### src/rtl/scsi_hs_pkg.sv
package scsi_hs_pkg;

  typedef enum logic [2:0] {
    ST_IDLE,
    ST_TX_SETUP,
    ST_TX_REQ,
    ST_TX_REL,
    ST_RX_REQ,
    ST_RX_HOLD,
    ST_RX_REL
  } hs_state_e;

  localparam int unsigned BYTE_W = 8;
  localparam int unsigned BUS_W  = BYTE_W + 1;

endpackage

### src/rtl/hs_ack_sync.sv
module hs_ack_sync #(
  parameter int unsigned STAGES = 2
) (
  input  logic clk,
  input  logic rst_n,
  input  logic ack_raw,
  input  logic flag_clr,
  output logic ack_lvl,
  output logic ack_flag
);

  logic [STAGES-1:0] chain_q;
  logic              prev_q;
  logic              flag_q;

  generate
    if (STAGES == 1) begin : g_one
      always_ff @(posedge clk or negedge rst_n) begin
        if (!rst_n) chain_q <= '0;
        else        chain_q <= ack_raw;
      end
    end else begin : g_many
      always_ff @(posedge clk or negedge rst_n) begin
        if (!rst_n) chain_q <= '0;
        else        chain_q <= {chain_q[STAGES-2:0], ack_raw};
      end
    end
  endgenerate

  assign ack_lvl = chain_q[STAGES-1];

  // Set wins over clear so an edge landing on the clear cycle is kept.
  always_ff @(posedge clk or negedge rst_n) begin
    if (!rst_n) begin
      prev_q <= 1'b0;
      flag_q <= 1'b0;
    end else begin
      prev_q <= ack_lvl;
      if (ack_lvl && !prev_q) flag_q <= 1'b1;
      else if (flag_clr)      flag_q <= 1'b0;
    end
  end

  assign ack_flag = flag_q;

endmodule

### src/rtl/hs_delay.sv
module hs_delay #(
  parameter int unsigned CYC = 25
) (
  input  logic clk,
  input  logic rst_n,
  input  logic run,
  output logic hit
);

  localparam int unsigned CW = (CYC < 2) ? 1 : $clog2(CYC + 1);

  logic [CW-1:0] cnt_q, cnt_d;

  always_comb begin
    cnt_d = cnt_q;
    if (!run)     cnt_d = '0;
    else if (!hit) cnt_d = cnt_q + 1'b1;
  end

  always_ff @(posedge clk or negedge rst_n) begin
    if (!rst_n) cnt_q <= '0;
    else        cnt_q <= cnt_d;
  end

  assign hit = run && (cnt_q == CW'(CYC - 1));

  p_cnt_bound_r2: assert property (@(posedge clk) disable iff (!rst_n)
    cnt_q < CW'(CYC));

endmodule

### src/rtl/hs_parity.sv
module hs_parity
  import scsi_hs_pkg::*;
(
  input  logic [BYTE_W-1:0] tx_byte,
  input  logic [BUS_W-1:0]  rx_word,
  output logic              tx_par,
  output logic              rx_bad
);

  // Odd parity: the bit makes the nine-bit word's ones count odd.
  assign tx_par = ~^tx_byte;
  assign rx_bad = ~^rx_word;

endmodule

### src/rtl/scsi_byte_hs.sv
module scsi_byte_hs
  import scsi_hs_pkg::*;
#(
  parameter int unsigned SETUP_CYC   = 25,
  parameter int unsigned SAMPLE_CYC  = 25,
  parameter int unsigned SYNC_STAGES = 2
) (
  input  logic       clk,
  input  logic       rst_n,
  input  logic       start,
  input  logic       dir_rx,
  input  logic [7:0] wr_byte,
  output logic [7:0] rd_byte,
  output logic       done,
  output logic       par_err,
  input  logic       bus_rst,
  input  logic       ack_in,
  input  logic [8:0] db_in,
  output logic [8:0] db_out,
  output logic       db_oe,
  output logic       req_out
);

  hs_state_e         st_q, st_d;
  logic              req_q, req_d;
  logic              oe_q, oe_d;
  logic [BUS_W-1:0]  dout_q, dout_d;
  logic [BYTE_W-1:0] rd_q, rd_d;
  logic              perr_q, perr_d;
  logic              done_q, done_d;
  logic              edge_clr;
  logic              ack_lvl, ack_flag;
  logic              setup_hit, sample_hit;
  logic              tx_par, rx_bad;

  hs_ack_sync #(.STAGES(SYNC_STAGES)) u_ack (
    .clk     (clk),
    .rst_n   (rst_n),
    .ack_raw (ack_in),
    .flag_clr(edge_clr),
    .ack_lvl (ack_lvl),
    .ack_flag(ack_flag)
  );

  hs_delay #(.CYC(SETUP_CYC)) u_setup (
    .clk  (clk),
    .rst_n(rst_n),
    .run  (st_q == ST_TX_SETUP),
    .hit  (setup_hit)
  );

  hs_delay #(.CYC(SAMPLE_CYC)) u_sample (
    .clk  (clk),
    .rst_n(rst_n),
    .run  (st_q == ST_RX_HOLD),
    .hit  (sample_hit)
  );

  hs_parity u_par (
    .tx_byte(wr_byte),
    .rx_word(db_in),
    .tx_par (tx_par),
    .rx_bad (rx_bad)
  );

  always_comb begin
    st_d     = st_q;
    req_d    = req_q;
    oe_d     = oe_q;
    dout_d   = dout_q;
    rd_d     = rd_q;
    perr_d   = perr_q;
    done_d   = 1'b0;
    edge_clr = 1'b0;
    if (st_q != ST_IDLE && bus_rst) begin
      st_d   = ST_IDLE;
      req_d  = 1'b0;
      oe_d   = 1'b0;
      dout_d = '0;
      done_d = 1'b1;
    end else begin
      unique case (st_q)
        ST_IDLE: begin
          if (start) begin
            perr_d = 1'b0;
            if (dir_rx) begin
              st_d  = ST_RX_REQ;
              req_d = 1'b1;
            end else begin
              st_d   = ST_TX_SETUP;
              oe_d   = 1'b1;
              dout_d = {tx_par, wr_byte};
            end
          end
        end
        ST_TX_SETUP: begin
          if (setup_hit) begin
            st_d     = ST_TX_REQ;
            req_d    = 1'b1;
            edge_clr = 1'b1;
          end
        end
        ST_TX_REQ: begin
          if (ack_flag || ack_lvl) begin
            st_d   = ST_TX_REL;
            req_d  = 1'b0;
            oe_d   = 1'b0;
            dout_d = '0;
          end
        end
        ST_TX_REL: begin
          if (!ack_lvl) begin
            st_d   = ST_IDLE;
            done_d = 1'b1;
          end
        end
        ST_RX_REQ: begin
          if (ack_lvl) st_d = ST_RX_HOLD;
        end
        ST_RX_HOLD: begin
          if (sample_hit) begin
            st_d  = ST_RX_REL;
            rd_d  = db_in[BYTE_W-1:0];
            req_d = 1'b0;
            if (rx_bad) perr_d = 1'b1;
          end
        end
        ST_RX_REL: begin
          if (!ack_lvl) begin
            st_d   = ST_IDLE;
            done_d = 1'b1;
          end
        end
        default: st_d = ST_IDLE;
      endcase
    end
  end

  always_ff @(posedge clk or negedge rst_n) begin
    if (!rst_n) begin
      st_q   <= ST_IDLE;
      req_q  <= 1'b0;
      oe_q   <= 1'b0;
      dout_q <= '0;
      rd_q   <= '0;
      perr_q <= 1'b0;
      done_q <= 1'b0;
    end else begin
      st_q   <= st_d;
      req_q  <= req_d;
      oe_q   <= oe_d;
      dout_q <= dout_d;
      rd_q   <= rd_d;
      perr_q <= perr_d;
      done_q <= done_d;
    end
  end

  assign req_out = req_q;
  assign db_oe   = oe_q;
  assign db_out  = dout_q;
  assign rd_byte = rd_q;
  assign par_err = perr_q;
  assign done    = done_q;

  p_data_stable_r2: assert property (@(posedge clk) disable iff (!rst_n)
    db_oe |=> (!db_oe || $stable(db_out)));

  p_tx_release_r3: assert property (@(posedge clk) disable iff (!rst_n)
    (st_q == ST_TX_REL) |-> (!req_out && !db_oe));

  p_done_pulse_r4: assert property (@(posedge clk) disable iff (!rst_n)
    done |=> !done);

  p_perr_sticky_r8: assert property (@(posedge clk) disable iff (!rst_n)
    (par_err && !(start && st_q == ST_IDLE)) |=> par_err);

  p_abort_r9: assert property (@(posedge clk) disable iff (!rst_n)
    (st_q != ST_IDLE && bus_rst) |=> (!req_out && !db_oe && done));

  p_busy_start_r10: assert property (@(posedge clk) disable iff (!rst_n)
    (st_q == ST_RX_REQ && !ack_lvl && !bus_rst) |=> (st_q == ST_RX_REQ && !db_oe));

endmodule

### config.mk
export PLATFORM = sky130hd
export DESIGN_NAME = scsi_byte_hs
export DESIGN_NICKNAME = d
export VERILOG_FILES = /design/src/rtl/scsi_hs_pkg.sv /design/src/rtl/hs_ack_sync.sv /design/src/rtl/hs_delay.sv /design/src/rtl/hs_parity.sv /design/src/rtl/scsi_byte_hs.sv
export SDC_FILE = /design/constraint.sdc
export NUM_CORES = 1
export LEC_CHECK = 0
export BUFFER_PORTS_ARGS = -buffer_cell sky130_fd_sc_hd__buf_2
export CORE_MARGIN = 3
export CORE_UTILIZATION = 30
export DETAILED_ROUTE_END_ITERATION = 8
export PLACE_DENSITY = 0.55
export SLEW_MARGIN = 40
export SYNTH_ARGS = -nofsm -noshare
export SYNTH_HDL_FRONTEND = slang
export SYNTH_SLANG_ARGS = --single-unit
### constraint.sdc
create_clock -name clk -period 2.2 [get_ports clk]
set_input_delay 0.55 -clock clk [delete_from_list [all_inputs] [get_ports clk]]
set_output_delay 0.55 -clock clk [all_outputs]
set_load 0.05 [all_outputs]
== After elaboration in Yosys (flattened, before gate mapping) ==
Cells that the tools add are included.
Cells by class
  add/subtract/negate cells: 2
  $mul: 0
  divide/modulo/power cells: 0
  magnitude comparators: 0
  equality and inequality tests: 21
  shifts and indexed selects: 0
  mux-type cells: 41
  bitwise gates (word level): 1
  reductions and logical operators: 20
Operator list (count)
  $mux W9: 4
  $mux W3: 8
  $ne A3 B3 Y1 const B: 7
  $mux W1: 20
  $mux W5: 4
  $pmux W3 S6: 1
  $pmux W9 S2: 1
  $reduce_and A6 Y1: 2
  $add A5 B1 Y5 const B: 2
  $eq A5 B5 Y1 const B: 2
  $ne A2 B2 Y1 const B: 5
  $eq A3 B3 Y1 const B: 3
  $reduce_xnor A9 Y1: 1
  $reduce_xnor A8 Y1: 1
  $eq A3 B2 Y1 const B: 2
  $reduce_bool A3 Y1: 2
  $reduce_and A5 Y1: 1
  $reduce_bool A5 Y1: 1
  $logic_and A1 B1 Y1: 4
  $pmux W1 S2: 2
  $pmux W1 S4: 1
  $reduce_and A4 Y1: 1
  $reduce_bool A2 Y1: 2
  $eq A3 B1 Y1 const B: 1
  other kinds (7): 7
Storage, ports and cells
  register bits after elaboration: 38
  latch bits: 0
  RAM bits: 0
  bits in read-only memories: 0
  input port bits: 23
  output and inout bits: 21
  word-level logic and storage cells: 97
  memories: 0

== Logic depth before layout (Yosys ltp) ==
Gate-level depths: netlist of the first run.
  word-level depth: 7
  gate-level depth with buffers: 7
  gate-level depth less buffers: 7

== By module ==
A second synthesis of the first run with hierarchy kept.
Second synthesis, totals
  cell total of the unflattened synthesis: 200
  area, all modules: 2113.3 µm²
Modules (own cells, without submodules)
  scsi_byte_hs: instances 1, cells an instance 123, area an instance 1273.7 µm², sequential area each 600.6 µm²
  hs_delay: instances 2, cells an instance 28, area an instance 291.5 µm², sequential area each 125.1 µm²
  hs_parity: instances 1, cells an instance 14, area an instance 136.4 µm², sequential area each 0.0 µm²
  hs_ack_sync: instances 1, cells an instance 7, area an instance 120.1 µm², sequential area each 100.1 µm²

== Worst setup path after synthesis of the first run ==
No wires, ideal clock.
  kind: register -> register
  start: reg u_setup.cnt_q[0]
  end: reg st_q[0]
  setup time: 0.125 ns
  data arrival time: 1.765 ns
  data required time: 2.075 ns
  setup slack: 0.310 ns
  cell stages (with the launch flop): 8
  path buffers: 0
  period minus slack after synthesis: 1.890 ns
  path through: dfrtp_1 > inv_1 > ha_1 > nand4b_1 > mux2i_1 > or3b_1 > o211ai_1 > mux2_2
On the way
  word-level cells in the longest chain between the ends: 4
Ends and longest elaborated chain
  start, declared: RTL line hs_delay.sv:12  | logic [CW-1:0] cnt_q, cnt_d;
  start signal, assigned: RTL line hs_delay.sv:22  | else cnt_q <= cnt_d;
  $eq A5 B5 Y1: RTL line hs_delay.sv:25  | assign hit = run && (cnt_q == CW'(CYC - 1));
  $logic_and A1 B1 Y1: RTL line hs_delay.sv:25
  $ne A3 B3 Y1 (no line)
  $reduce_and A6 Y1 (no line)
  end signal, assigned: RTL line scsi_byte_hs.sv:149  | st_q <= st_d;
  end, declared: RTL line scsi_byte_hs.sv:24  | hs_state_e st_q, st_d;
No other way between the ends.
A chain may end at the register's enable or synchronous reset.

== Worst setup path in the final report of the first run ==
  start: reg u_sample.cnt_q[0]
  end: reg st_q[0]
On the way
  word-level cells in the longest chain between the ends: 4
Ends and longest elaborated chain (RTL line)
  start, declared: hs_delay.sv:12
  start signal, assigned: hs_delay.sv:22
  $eq A5 B5 Y1: hs_delay.sv:25
  $logic_and A1 B1 Y1: hs_delay.sv:25
  $ne A3 B3 Y1 (no line)
  $reduce_and A6 Y1 (no line)
No other way between the ends.

==> reports/results.md, run 1 <==
| Metric | This run | Unit |
| --- | --- | --- |
| Run status | finished clean | - |
| Total power per unit cell area | 1130 | nW/µm² |
| Routed WL | 3730 | µm |
| Proportion of register bits with asynchronous set or reset after synthesis | 1.00 | - |
| Number of flops mapped to enable cells by yosys | 0 | - |
| Arrival time of the worst setup path | 2.15 | ns |
| Number of CTS-inserted buffers | 5 | - |
| Vias in the first global route | 1458 | - |
| Pin slew with the least headroom to its limit | 0.538 | ns |
| Clk_lat worst skew | 0.29 | ns |
| Effective utilization at floorplan | 0.318 | - |
| Combinational cell fraction of total power | 0.397 | - |
| Root Driver | clkbuf_8 | - |
| Antenna-violating nets left | 0 | - |
| Vias after detailed routing | 1445 | - |
| Number of buffers added on ports | 43 | - |
| Count of clock tree sinks | 38 | - |
| Hold Fails Final Rpt | 0 | - |
| Synthesized area per cell | 10.3 | µm² |
| Kind of start point of the critical path | flip-flop | - |
| Post-synthesis register bit count | 38 | - |
| Die boundary height | 86.4 | µm |
| Number of cells in the finished layout apart from fillers | 315 | - |
| Worst Setup Slack post-DPL | 0.219 | ns |
| Number of hold buffers added after CTS | 0 | - |
| Number of antenna violations at the first check in global routing | 0 | - |
| Area fraction of the dominant cell type after synthesis | 0.490 | - |
| Cell internal pwr | 1670 | µW |
| # Post-CTS Setup Buffers | 0 | - |
| Leakage dissipation | 0.00117 | µW |
| Post-synth net total | 216 | - |
| Top achievable clock speed | 0.506 | GHz |
| Netlist area before placement | 1940 | µm² |
| Antenna diode instance count | 0 | - |
| Max Clock Skew | 0.00848 | ns |
| Count of warnings emitted by yosys | 0 | - |
| Kind of path behind the tightest hold check | input port to async pin | - |
| Post-route worst setup slack | 0.223 | ns |
| Prevailing post-synth register cell | dfrtp_1 | - |
| Clock-pin slew on the worst setup and hold paths | 0.08 | ns |
| Worst Path Required | 2.38 | ns |
| Worst hold slack across all endpoints | 0.218 | ns |
| Kind of end point of the critical path | flip-flop | - |
| Worst ir drop on vdd | 0.000643 | V |
| Maximum number of pins on one net before global-route repair | 23 | - |
| Dpl cells | 307 | - |
| Seq/Total Area, Yosys | 0.490 | - |
| Global-route wire length before repair | 6720 | µm |
| Layout overhead on the synthesized area | 24.2 | % |
| Filler Cells Inserted | 626 | - |
| Final setup violation count | 0 | - |
| Max Buffers Root-to-Sink | 2 | - |
| Vias per std cell | 4.59 | - |
| Post-synth cell types | 36 | - |
| RSZ-0062 raised after global routing | no | - |
| DRC violation count after routing | 0 | - |
| Clock network fraction of design power | 0.270 | - |
| Final net count | 266 | - |
| Fraction of layout instances using a drive strength above 1 | 0.296 | - |
| Cts repair resizes | 0 | - |
| TritonCTS clock tree | yes | - |
| Relative max-transition margin | 0.641 | - |
| Number of DRC markers after the initial detailed-route iteration | 36 | - |
| All-layer global routing usage | 0.114 | - |
| DR WL/cell | 11.8 | µm |
| Area of the die | 7470 | µm² |
| Total congestion overflow after global routing | 0 | - |
| Max-cap viol count | 0 | - |
| I/O pin total | 44 | - |
| Chip width | 86.4 | µm |
| Standard-cell rows | 28 | - |
| Critical path class | flip-flop to flip-flop | - |
| Cell types with the largest area share after synthesis | dfrtp_1 (49%), xnor2_1 (6.3%), mux2_4 (6.2%) | - |
| Post-synthesis instance total | 189 | - |
| Cell accounting for the most synthesized area | dfrtp_1 | - |
| Final weighted congestion of routability-driven global placement | 0.764 | - |
| Post-route clock period utilization | 0.899 | - |
| H-tree Lvls | 2 | - |
| Aggregate negative setup slack | 0 | ns |
| Core box area | 6100 | µm² |
| Minimum period implied by the final worst setup slack | 1.98 | ns |
| Maximum net fanout on the critical path | 4 | - |
| Detailed Routing Iterations Pass 1 | 4 | - |
| Half-perimeter wire length after detailed placement | 2790 | µm |
| Sw Share | 0.390 | - |
| Pins over their slew limit | 0 | - |
| Power share of the sequential group | 0.334 | - |
| Switching Power | 1060 | µW |
-- Yosys cell counts, types with 2 or more instances --
cell type  number
a21oi_1         5
buf_6           3
clkbuf_1        4
dfrtp_1        38
ha_1            4
inv_1          16
mux2_2          2
mux2_4          8
nand2_1        12
nand2b_1        2
nand3_1        14
nand4b_1        2
nor2_1         17
nor2b_1         2
nor3_1          3
o21ai_0        15
o22ai_1         2
xnor2_1        14
xor2_1          9
-- kinds of logic (layout without fill, tap and decap cells) --
logic type | count (synthesis) | after routing | synth area share
DFF | 38 | 38 | 0.490
buffers and inverters | 24 | 75 | 0.0587
xor gates and xnor gates | 23 | 23 | 0.104
and+or+nand+nor | 58 | 58 | 0.146
AOI/OAI and AO/OA | 31 | 31 | 0.0967
muxes | 11 | 11 | 0.0787
adders and majority gates | 4 | 4 | 0.0258
-- cells in the final DEF, fill, tap and decap left out, drive strengths merged, types with 3 or more instances in the layout --
| cell | synthesis | routed |
|---|---|---|
| a21oi | 5 | 5 |
| buf | 4 | 51 |
| clkbuf | 4 | 6 |
| dfrtp | 38 | 38 |
| ha | 4 | 4 |
| inv | 16 | 16 |
| mux2 | 10 | 10 |
| nand2 | 13 | 13 |
| nand3 | 14 | 14 |
| nor2 | 17 | 17 |
| nor3 | 3 | 3 |
| o21ai | 15 | 15 |
| xnor2 | 14 | 14 |
| xor2 | 9 | 9 |
-- layout make-up --
type                       count  area (µm²)  area share
inverter                      16        60.1      0.0249
sequential                    38         951       0.394
clock buffer                   6        82.6      0.0343
clock inverter                 2        60.1      0.0249
tap                           75        93.8      0.0389
multi-input combinational    127         876       0.363
timing repair buffer          51         288       0.119
-- power groups by stage --
stage / Clock (µW) / Sequential [µW] / Combinational (µW)
after floorplan: 0 / 1240 / 497
after global placement: 0 / 928 / 1090
after detailed placement: 0 / 920 / 1100
after CTS: 758 / 914 / 1100
after global routing: 789 / 934 / 1200
final: 736 / 911 / 1080
-- registers in the layout, indices dropped and copies added (netlist names), 2 cells and up --
name / flops
db_out: 9
rd_byte: 8
u_sample.cnt_q: 5
u_setup.cnt_q: 5
st_q: 3
u_ack.chain_q: 2
-- path summary, 6_finish.rpt --
kind	from	endpoint	slack (ns)	cells after the start
max in group asynchronous	rst_n	u_setup.cnt_q[0]	1.51	2
min in group clk	u_ack.chain_q[0]	u_ack.chain_q[1]	0.36	0
min	rst_n	db_out[3]	0.22	1
min reg2reg	u_ack.chain_q[0]	u_ack.chain_q[1]	0.36	0
max reg2reg	u_sample.cnt_q[0]	st_q[0]	0.22	7
max	u_sample.cnt_q[0]	st_q[0]	0.22	7
-- critical path: stages (launching register included) --
cell and delay [ns]:
dfrtp_1 0.39, inv_1 0.07, ha_1 0.20, nand4b_1 0.16
mux2i_1 0.11, or3b_1 0.42, o211ai_1 0.16, mux2_2 0.36
-- per-layer routing --
metal / vias up / wire [µm] / global-route usage
met4: 0 / 58 / 0.0439
met2: 56 / 1490 / 0.166
met3: 6 / 314 / 0.0342
met1: 650 / 1870 / 0.160
met5: - / 0 / 0
li1: 733 / - / -
-- through the flow --
step | utilization | power (µW) | area [µm²]
after global placement | 0.372 | 2010 | 2270
after global routing | 0.396 | 2930 | 2410
after detailed placement | 0.372 | 2020 | 2270
after CTS | 0.396 | 2770 | 2410
final | 0.396 | 2730 | 2410
after floorplan | - | 1740 | 1940
Power figures use the tool's default switching activity.
==> run 2, diff against run 1 <==
Settings changed: ABC_AREA set to 1.
==> run 2 against run 1 <==
  * Sequential share of layout area is 0.32 points lower
  * First-iteration DRC count increased by 130%
  * Clock skew rose by 0.0020 ns
  * Synthesized cell count grew 25%
  * Clock power fell by 3.0%
  * Highest routed layer unchanged
==> reports/results.md, run 2 <==
| Metric | This run | Unit |
| --- | --- | --- |
| Number of flops mapped to enable cells by yosys | 0 | - |
| Post-synth cell types | 28 | - |
| End-of-flow core utilization | 0.381 | - |
| Antenna diode instance count | 0 | - |
| Vias after detailed routing | 1602 | - |
| Global-route wire length before repair | 7040 | µm |
| Prevailing post-synth register cell | dfrtp_1 | - |
| Critical path class | flip-flop to flip-flop | - |
| Aggregate negative setup slack | 0 | ns |
| FF+latch area | 951 | µm² |
| Leakage dissipation | 0.00130 | µW |
| Layout overhead on the synthesized area | 22.2 | % |
| Top cells by instance count after synthesis | nand2_1 (83), dfrtp_1 (38), inv_1 (25) | - |
| Half-perimeter wire length after detailed placement | 2980 | µm |
| TritonCTS clock tree | yes | - |
| Vias in the first global route | 1565 | - |
| Number of hold buffers added after CTS | 0 | - |
| RSZ-0062 raised after global routing | no | - |
| Kind of path behind the tightest hold check | input port to async pin | - |
| Number of DRC markers after the initial detailed-route iteration | 83 | - |
| Total congestion overflow after global routing | 0 | - |
| Area fraction of the dominant cell type after synthesis | 0.478 | - |
| Worst ir drop on vdd | 0.000481 | V |
| Worst R2R Path Depth | 6 | - |
| Relative max-transition margin | 0.677 | - |
| Minimum period implied by the final worst setup slack | 1.70 | ns |
| Pins over their slew limit | 0 | - |
| Maximum number of pins on one net before global-route repair | 39 | - |
| Post-synthesis register bit count | 38 | - |
| Final weighted congestion of routability-driven global placement | 0.886 | - |
| Number of CTS-inserted buffers | 5 | - |
| Number of buffers added on ports | 43 | - |
| Slowest-stage cell, CP | dfrtp_1 | - |
| I/O pin total | 44 | - |
| Clock-pin slew on the worst setup and hold paths | 0.08 | ns |
| Largest register FFs | 9 | - |
| Kind of end point of the critical path | flip-flop | - |
| Clk_lat worst skew | 0.29 | ns |
| Hold Fails Final Rpt | 0 | - |
| FF-to-FF End | rd_byte[3] | - |
| Chip width | 87.4 | µm |
| Cell accounting for the most synthesized area | dfrtp_1 | - |
| Multi-input gate area in the final layout | 922 | µm² |
| Max Clock Skew | 0.0105 | ns |
| Fraction of layout instances using a drive strength above 1 | 0.269 | - |
| Origin of the worst setup path | u_sample.cnt_q[0] | - |
| Standard-cell rows | 29 | - |
| Netlist area before placement | 1990 | µm² |
| Top achievable clock speed | 0.589 | GHz |
| Count of clock tree sinks | 38 | - |
| Filler Cells Inserted | 662 | - |
| Arrival time of the worst setup path | 1.87 | ns |
| Top-count cell post-synth | nand2_1 | - |
| Detailed Routing Iterations Pass 1 | 4 | - |
| Total power per unit cell area | 1150 | nW/µm² |
| FF-to-FF Start | u_sample.cnt_q[0] | - |
| Seq/Total Area, Yosys | 0.478 | - |
| Top Family by Delay on Critical Path | simple AND/OR/NAND/NOR gates | - |
| Max Buffers Root-to-Sink | 2 | - |
| Max-cap viol count | 0 | - |
| Area of the die | 7640 | µm² |
| Routed WL | 3970 | µm |
| Proportion of register bits with asynchronous set or reset after synthesis | 1.00 | - |
| Leading cell type in the layout, fill and taps excluded | nand2_1 | - |
| CP Capture Point | rd_byte[3] | - |
| Number of antenna violations at the first check in global routing | 0 | - |
| H-tree Lvls | 2 | - |
| Final net count | 312 | - |
| Core box area | 6390 | µm² |
| Synthesized area per cell | 8.43 | µm² |
| Maximum single-stage delay on the critical path | 0.43 | ns |
| Cts repair resizes | 0 | - |
| DR WL/cell | 10.9 | µm |
| R2R setup slack | 0.50 | ns |
| Maximum net fanout on the critical path | 14 | - |
| Kind of start point of the critical path | flip-flop | - |
| Vias per std cell | 4.41 | - |
| DRC violation count after routing | 0 | - |
| Post-synth net total | 263 | - |
| # Post-CTS Setup Buffers | 0 | - |
| Final setup violation count | 0 | - |
| Root Driver | clkbuf_8 | - |
| Die boundary height | 87.4 | µm |
| All-layer global routing usage | 0.117 | - |
| Post-route clock period utilization | 0.772 | - |
| Bufs and invs on worst path | 1 | - |
| Cell types with the largest area share after synthesis | dfrtp_1 (48%), nand2_1 (16%), inv_1 (4.7%) | - |
| Antenna-violating nets left | 0 | - |
| List of cells traversed by the critical path | inv_1 -> ha_1 -> nand4_1 -> nor2_4 -> nand2_2 -> mux2_4 | - |
| Effective utilization at floorplan | 0.312 | - |
| Pin slew with the least headroom to its limit | 0.484 | ns |
| Run status | finished clean | - |
| Count of warnings emitted by yosys | 0 | - |
| Worst Path Required | 2.37 | ns |
| Number of logic stages on the critical path including buffering | 6 | - |
| Post-synthesis instance total | 236 | - |
| Top library cells by usage in the layout, fill and taps aside | nand2_1 (83), buf_2 (43), dfrtp_1 (38), inv_1 (25), nand3_1 (16) | - |
run 2: logic make-up after synthesis:
group / share of synthesized area
and+or+nand+nor: 0.303
DFF: 0.478
buffers and inverters: 0.0585
AOI/OAI and AO/OA: 0.0673
xor gates and xnor gates: 0.0528
adders and majority gates: 0.0252
muxes: 0.0151
run 2: worst min path at each step:
| stage | endpoint | cells past startpoint |
|---|---|---|
| floorplan | db_oe | 0 |
| global placement | u_ack.chain_q[1] | 0 |
| detailed placement | u_ack.chain_q[1] | 0 |
| CTS | u_setup.cnt_q[2] | 2 |
| global route | u_setup.cnt_q[2] | 2 |
| finish | req_out | 2 |
run 2: per-layer routing:
layer | vias to the layer above | global-route usage | part of all wire
met2 | 40 | 0.173 | 0.44
met5 | - | 0 | 0
met3 | 4 | 0.0331 | 0.061
met1 | 725 | 0.164 | 0.49
met4 | 0 | 0.0335 | 0.010
li1 | 833 | - | -
run 2: worst reg2reg max path, cell delays in order, from the launching register on:
cell	delay, ns
dfrtp_1	0.43
inv_1	0.07
ha_1	0.14
nand4_1	0.19
nor2_4	0.17
nand2_2	0.23
mux2_4	0.36
run 2: power by group:
part           total [µW]  internal (µW)  switching, µW
registers             935            833            102
clock network         714            454            260
logic                1150            317            831
run 2: final cells by class:
type	instances	share of cell area
clock buffers	5	0.0283
repair buffers	44	0.0916
clock inverters	3	0.0283
inverters	27	0.0417
well taps	77	0.0396
multi-input cells	169	0.379
flip-flops and latches	38	0.391
run 2: per-stage QoR:
step	cells	hold slack [ns]	cell area (µm²)	power (µW)	setup WS, ns
3_5_place_dp	355	0.336	2290	2110	0.496
4_1_cts	363	0.321	2430	2840	0.489
5_1_grt	363	0.343	2430	3030	0.340
6_report	363	0.286	2430	2800	0.501
3_3_place_gp	355	0.333	2290	2110	0.552
2_1_floorplan	236	0.254	1990	1840	0.763
